**src/rtl/cirq_pkg.sv**
```systemverilog
package cirq_pkg;
  localparam int unsigned CIRQ_NCH   = 16;
  localparam int unsigned CIRQ_LVL_W = 3;
  localparam int unsigned CIRQ_LANE  = 8;

  typedef enum logic {
    SEL_ENA  = 1'b0,
    SEL_FLAG = 1'b1
  } reg_sel_e;
endpackage

```
**src/rtl/cirq_enable_reg.sv**
```systemverilog
module cirq_enable_reg #(
  parameter int unsigned NCH   = cirq_pkg::CIRQ_NCH,
  localparam int unsigned LANES = NCH / cirq_pkg::CIRQ_LANE
) (
  input  logic             clk_i,
  input  logic             rst_ni,
  input  logic             wr_i,
  input  logic [LANES-1:0] be_i,
  input  logic [NCH-1:0]   wdata_i,
  output logic [NCH-1:0]   ena_o
);
  logic [NCH-1:0] ena_q;
  logic           full_wr;

  assign full_wr = wr_i && (&be_i);

  always_ff @(posedge clk_i or negedge rst_ni) begin
    if (!rst_ni)      ena_q <= '0;
    else if (full_wr) ena_q <= wdata_i;
  end

  assign ena_o = ena_q;

  p_partial_ignored_r10: assert property (@(posedge clk_i) disable iff (!rst_ni)
    (wr_i && !(&be_i)) |=> $stable(ena_q));
endmodule

```
**src/rtl/cirq_flag_bank.sv**
```systemverilog
module cirq_flag_bank #(
  parameter int unsigned NCH   = cirq_pkg::CIRQ_NCH,
  localparam int unsigned LW    = cirq_pkg::CIRQ_LANE,
  localparam int unsigned LANES = NCH / LW
) (
  input  logic             clk_i,
  input  logic             rst_ni,
  input  logic [NCH-1:0]   set_i,
  input  logic             rd_i,
  input  logic             wr_i,
  input  logic [LANES-1:0] be_i,
  input  logic [NCH-1:0]   wdata_i,
  output logic [NCH-1:0]   flag_o
);
  logic [NCH-1:0] flag_q, seen_q, clr, seen_d;

  for (genvar l = 0; l < LANES; l++) begin : g_lane
    logic hit;
    assign hit = wr_i && be_i[l];
    // clear only bits seen set by the last read and written as zero
    assign clr[l*LW +: LW] = hit ? (seen_q[l*LW +: LW] & ~wdata_i[l*LW +: LW]) : '0;
    always_comb begin
      if (rd_i)     seen_d[l*LW +: LW] = flag_q[l*LW +: LW];
      else if (hit) seen_d[l*LW +: LW] = '0;
      else          seen_d[l*LW +: LW] = seen_q[l*LW +: LW];
    end
  end

  always_ff @(posedge clk_i or negedge rst_ni) begin
    if (!rst_ni) begin
      flag_q <= '0;
      seen_q <= '0;
    end else begin
      flag_q <= (flag_q & ~clr) | set_i;
      seen_q <= seen_d;
    end
  end

  assign flag_o = flag_q;

  p_set_wins_r8: assert property (@(posedge clk_i) disable iff (!rst_ni)
    (|set_i) |=> ((flag_q & $past(set_i)) == $past(set_i)));
  p_no_host_set_r7: assert property (@(posedge clk_i) disable iff (!rst_ni)
    1'b1 |=> ((flag_q & ~$past(flag_q) & ~$past(set_i)) == '0));
  p_clear_needs_read_r6: assert property (@(posedge clk_i) disable iff (!rst_ni)
    1'b1 |=> ((~flag_q & $past(flag_q) & ~$past(seen_q)) == '0));
endmodule

```
**src/rtl/cirq_req_gen.sv**
```systemverilog
module cirq_req_gen #(
  parameter int unsigned NCH   = cirq_pkg::CIRQ_NCH,
  parameter int unsigned LVL_W = cirq_pkg::CIRQ_LVL_W
) (
  input  logic             clk_i,
  input  logic             rst_ni,
  input  logic [NCH-1:0]   flag_i,
  input  logic [NCH-1:0]   ena_i,
  input  logic [LVL_W-1:0] lvl_i,
  output logic             irq_o
);
  logic irq_q;

  always_ff @(posedge clk_i or negedge rst_ni) begin
    if (!rst_ni) irq_q <= 1'b0;
    else         irq_q <= (|(flag_i & ena_i)) && (|lvl_i);
  end

  assign irq_o = irq_q;

  p_lvl_zero_r4: assert property (@(posedge clk_i) disable iff (!rst_ni)
    (lvl_i == '0) |=> !irq_o);
  p_req_follows_r3: assert property (@(posedge clk_i) disable iff (!rst_ni)
    ((|(flag_i & ena_i)) && (lvl_i != '0)) |=> irq_o);
  p_masked_r5: assert property (@(posedge clk_i) disable iff (!rst_ni)
    ((flag_i & ena_i) == '0) |=> !irq_o);
endmodule

```
**src/rtl/chan_irq_ctrl.sv**
```systemverilog
module chan_irq_ctrl #(
  parameter int unsigned NCH   = cirq_pkg::CIRQ_NCH,
  parameter int unsigned LVL_W = cirq_pkg::CIRQ_LVL_W,
  localparam int unsigned LANES = NCH / cirq_pkg::CIRQ_LANE
) (
  input  logic             clk_i,
  input  logic             rst_ni,
  input  logic [NCH-1:0]   ch_set_i,
  input  logic             bus_req_i,
  input  logic             bus_we_i,
  input  logic             bus_addr_i,
  input  logic [LANES-1:0] bus_be_i,
  input  logic [NCH-1:0]   bus_wdata_i,
  output logic [NCH-1:0]   bus_rdata_o,
  input  logic [LVL_W-1:0] irq_lvl_i,
  output logic             irq_o
);
  import cirq_pkg::*;

  reg_sel_e       sel;
  logic           ena_wr, flag_wr, flag_rd;
  logic [NCH-1:0] ena, flag;

  assign sel     = reg_sel_e'(bus_addr_i);
  assign ena_wr  = bus_req_i &&  bus_we_i && (sel == SEL_ENA);
  assign flag_wr = bus_req_i &&  bus_we_i && (sel == SEL_FLAG);
  assign flag_rd = bus_req_i && !bus_we_i && (sel == SEL_FLAG);

  cirq_enable_reg #(.NCH(NCH)) u_ena (
    .clk_i   (clk_i),
    .rst_ni  (rst_ni),
    .wr_i    (ena_wr),
    .be_i    (bus_be_i),
    .wdata_i (bus_wdata_i),
    .ena_o   (ena)
  );

  cirq_flag_bank #(.NCH(NCH)) u_flag (
    .clk_i   (clk_i),
    .rst_ni  (rst_ni),
    .set_i   (ch_set_i),
    .rd_i    (flag_rd),
    .wr_i    (flag_wr),
    .be_i    (bus_be_i),
    .wdata_i (bus_wdata_i),
    .flag_o  (flag)
  );

  cirq_req_gen #(.NCH(NCH), .LVL_W(LVL_W)) u_req (
    .clk_i  (clk_i),
    .rst_ni (rst_ni),
    .flag_i (flag),
    .ena_i  (ena),
    .lvl_i  (irq_lvl_i),
    .irq_o  (irq_o)
  );

  assign bus_rdata_o = (sel == SEL_FLAG) ? flag : ena;
endmodule

```
**config.mk**
```make
export PLATFORM = sky130hd
export DESIGN_NAME = chan_irq_ctrl
export DESIGN_NICKNAME = d
export VERILOG_FILES = /design/src/rtl/cirq_pkg.sv /design/src/rtl/cirq_enable_reg.sv /design/src/rtl/cirq_flag_bank.sv /design/src/rtl/cirq_req_gen.sv /design/src/rtl/chan_irq_ctrl.sv
export SDC_FILE = /design/constraint.sdc
export NUM_CORES = 1
export LEC_CHECK = 0
export ABC_AREA = 1
export BUFFER_PORTS_ARGS = -buffer_cell sky130_fd_sc_hd__buf_2
export CAP_MARGIN = 20
export CORE_MARGIN = 2
export CORE_UTILIZATION = 40
export CTS_BUF_LIST = sky130_fd_sc_hd__clkbuf_4 sky130_fd_sc_hd__clkbuf_8 sky130_fd_sc_hd__clkbuf_16
export DETAILED_ROUTE_END_ITERATION = 8
export SYNTH_ARGS = -nofsm -noshare
export SYNTH_HDL_FRONTEND = slang
export SYNTH_SLANG_ARGS = --single-unit
```
**constraint.sdc**
```tcl
create_clock -name clk_i -period 1 [get_ports clk_i]
set_input_delay 0.2 -clock clk_i [delete_from_list [all_inputs] [get_ports clk_i]]
set_output_delay 0.2 -clock clk_i [all_outputs]
set_load 0.005 [all_outputs]
```
==> key figures <==
Status
  • Status: finished with violations
  • Failing checks: negative setup slack

Synth
  • Count leader, synth: nand2_1
  • Seq/Total Area, Yosys: 54.9%
  • Synth cell types: 20
  • Synth Flop Type: dfrtp_1
  • FF+latch count, synth: 49
  • Asr flop ratio synth: 100%
  • Post-synth top area share: 54.9%
  • Warnings, synthesis: 0
  • Area leader, netlist: dfrtp_1
  • Ranking of synthesized cells by area: dfrtp_1, nand2_1, o21ai_0, inv_1, nand3_1
  • Avg Inst Size Synth: 8.31 um^2
  • Number of synthesized flops with an enable pin: 0
  • Post-synthesis cell area: 2230 um^2
  • Syn nets: 311
  • Post-synth top cells: nand2_1, dfrtp_1, inv_1, o21ai_0, nand3_1
  • Cells after Synth: 269

Critical path
  • Max stage delay on crit path: 0.39 ns
  • CP Capture Type: output pin
  • Req. time, crit path: 0.80 ns
  • Crit path from: u_flag.flag_o[12]$_DFF_PN0_
  • Setup slack, reg-to-reg: -0.09 ns
  • R2R depth: 7
  • CP Data Arrival Time: 0.99 ns
  • Crit path max fanout: 2
  • CP Launch Type: flop
  • Worst flop-to-flop path startpoint: u_flag.flag_o[12]$_DFF_PN0_
  • CP max stage cell: dfrtp_1
  • Reg-to-reg endpoint: u_req.irq_o$_DFF_PN0_
  • Critical path type: flop to output pin
  • Crit-path cells: inv_2 > o21ai_2 > buf_2

Power and ir drop
  • Design Power: 4.84 mW
  • Pwr Density: 1570 nW/um^2
  • Leakage: 1.66 nW
  • VDD IR max: 716 uV

Floorplan
  • # IOs: 59
  • Die ar.: 6200 um^2
  • Die Ht: 78.7 um
  • Core area: 5440 um^2
  • Row Count: 27
  • Initial core utilization: 41.1%
  • Die width: 78.7 um

Routing
  • Vias: 2,024
  • M1 WL: 2430 um
  • Total iterations of the first detailed-routing run: 4
  • Max Used Layer: met4
  • Initial drt markers: 91
  • Drt wl/cell: 12.1 um
  • DR vias/cell: 4.63
  • DRC viols: 0
  • Routed met2 length: 2480 um
  • DR WL met3: 311 um
  • Routed WL: 5290 um
  • Antenna-violating nets left: 0

Layout
  • Final #Nets: 406
  • Antenna cells: 0
  • Layout cell share with drive strength beyond 1: 35.6%
  • Final Util: 56.6%
  • Area Growth Syn to Fin: 37.7%

Placement
  • DPL Wire Length: 3600 um
  • RePlAce Congestion: 0.740
  • I/O Buffers: 58

Hold path
  • Worst hold path class: input pin to flop
  • Hold depth: 2
  • Hold_sp: ch_set_i[11]
  • Hold Path End: u_flag.flag_o[11]$_DFF_PN0_

Clocking
  • H-tree depth: 2
  • CTS Buf Count: 5
  • Clock transition at path regs: 0.09 ns
  • CTS tree: done
  • Sink Count: 49
  • Root buf cell: clkbuf_8
  • Clock Latency Late Sink: 0.30 ns
  • CTS max path bufs: 2

Timing
  • Final hold violation count: 0
  • Max-slew headroom: 82.2%
  • Min cycle time layout: 1.19 ns
  • Setup TNS: -2.60 ns
  • Setup-failing EPs final: 17
  • Final period util: 119%
  • Clock Skews: 0.00556 ns
  • F_max: 839 MHz
  • Worst Slack Setup Final: -0.191 ns
  • Slew @ Worst Pin: 0.267 ns
  • Max-slew violations: 0
  • RSZ-0062 raised after global routing: true

Global route
  • Grt total ovfl: 0
  • First-pass GRT wire length: 8800 um
  • Initial antenna violation count: 0
  • GR Util All Layers: 18.4%
  • Largest net degree at the start of global routing: 50
  • Vias in the first global route: 1,946

Flow run
  • Max-cap violations: 0
## logic make-up (layout without fill, tap and decap cells)
| logic type | count (synthesis) | in the layout | share of synthesized area (%) |
|---|---|---|---|
| simple gates | 104 | 104 | 19.4 |
| compound gates | 65 | 65 | 16.8 |
| buf+inv | 51 | 147 | 8.90 |
| flops | 49 | 49 | 54.9 |
## worst max path at each step
stage	end	slack, ns
floorplan	u_flag.seen_q[10]$_DFFE_PN0P_	0.05
global placement	bus_rdata_o[9]	-0.16
detailed placement	bus_rdata_o[5]	-0.15
CTS	bus_rdata_o[10]	-0.21
global route	bus_rdata_o[12]	-0.25
finish	bus_rdata_o[12]	-0.19
## per-layer routing
metal / track usage (%) / up-vias
li1: - / 1048
met1: 24.7 / 916
met5: 0 / -
met3: 3.86 / 6
met2: 30.1 / 54
met4: 5.96 / 0
## state kept, by name, indices dropped and copies added (netlist names)
| signal | flops |
|---|---|
| u_req.irq_o | 1 |
| u_flag.flag_o | 16 |
| u_ena.ena_o | 16 |
| u_flag.seen_q | 16 |
## power by group
group | total [mW] | internal, mW | switching (mW)
sequential | 2.40 | 2.23 | 0.166
clock | 1.47 | 0.843 | 0.630
combinational | 0.967 | 0.488 | 0.479
## cell usage in the layout, fill, tap and decap left out
| master | synthesis | routed |
|---|---|---|
| inv_1 | 42 | 29 |
| buf_2 | 2 | 58 |
| a21o_1 | 8 | 8 |
| o21ai_2 | 0 | 6 |
| dfrtp_1 | 49 | 49 |
| nand2_1 | 68 | 67 |
| nor2_1 | 14 | 12 |
| nand2_2 | 1 | 2 |
| nor3_1 | 1 | 1 |
| nand3_2 | 1 | 1 |
| inv_2 | 0 | 13 |
| o22ai_1 | 8 | 8 |
| buf_12 | 0 | 4 |
| nand3_1 | 16 | 16 |
| dlygate4sd3_1 | 0 | 1 |
| bufinv_16 | 0 | 1 |
| o21ai_1 | 1 | 11 |
| o21ai_0 | 40 | 24 |
| buf_4 | 1 | 32 |
| buf_6 | 0 | 2 |
| nor2_2 | 1 | 3 |
| o21bai_1 | 8 | 8 |
| nor2_4 | 1 | 1 |
| nand3b_1 | 1 | 1 |
| clkbuf_4 | 0 | 1 |
| clkbuf_8 | 0 | 6 |
## what timing repair did
action / CTS / global route
setup buffers: 25 / 2
pin swaps: 16 / 8
endpoints found under the setup margin: 16 / 18
gates resized for setup: 26 / 14
hold endpoints to repair: 49 / 0
hold buffers: 1 / 0
## layout make-up
| cell class | count | area, um^2 |
|---|---|---|
| inverter | 42 | 158 |
| tap | 72 | 90.1 |
| multi-input combinational | 169 | 840 |
| clock inverter | 1 | 30.0 |
| sequential | 49 | 1230 |
| clock buffer | 7 | 90.1 |
| fill | 509 | 2360 |
| timing repair buffer | 97 | 643 |
## critical path: cells and delay by family, from the launching register on
family                 cells  cell delay [ns]
AOI/OAI and AO/OA          1             0.13
buffers and inverters      2             0.17
DFF                        1             0.39
## through the flow
step                      area (um^2)  setup slack, ns  hold WS (ns)  cells
after floorplan                  2230           0.0549       -0.0956    269
after global placement           2710           -0.159         0.210    401
after detailed placement         2710           -0.152         0.205    401
after CTS                        3040           -0.206        0.0613    435
after global routing             3080           -0.249        0.0690    437
final                            3080           -0.191        0.0686    437
No activity file was read; power rests on OpenSTA's default activity.
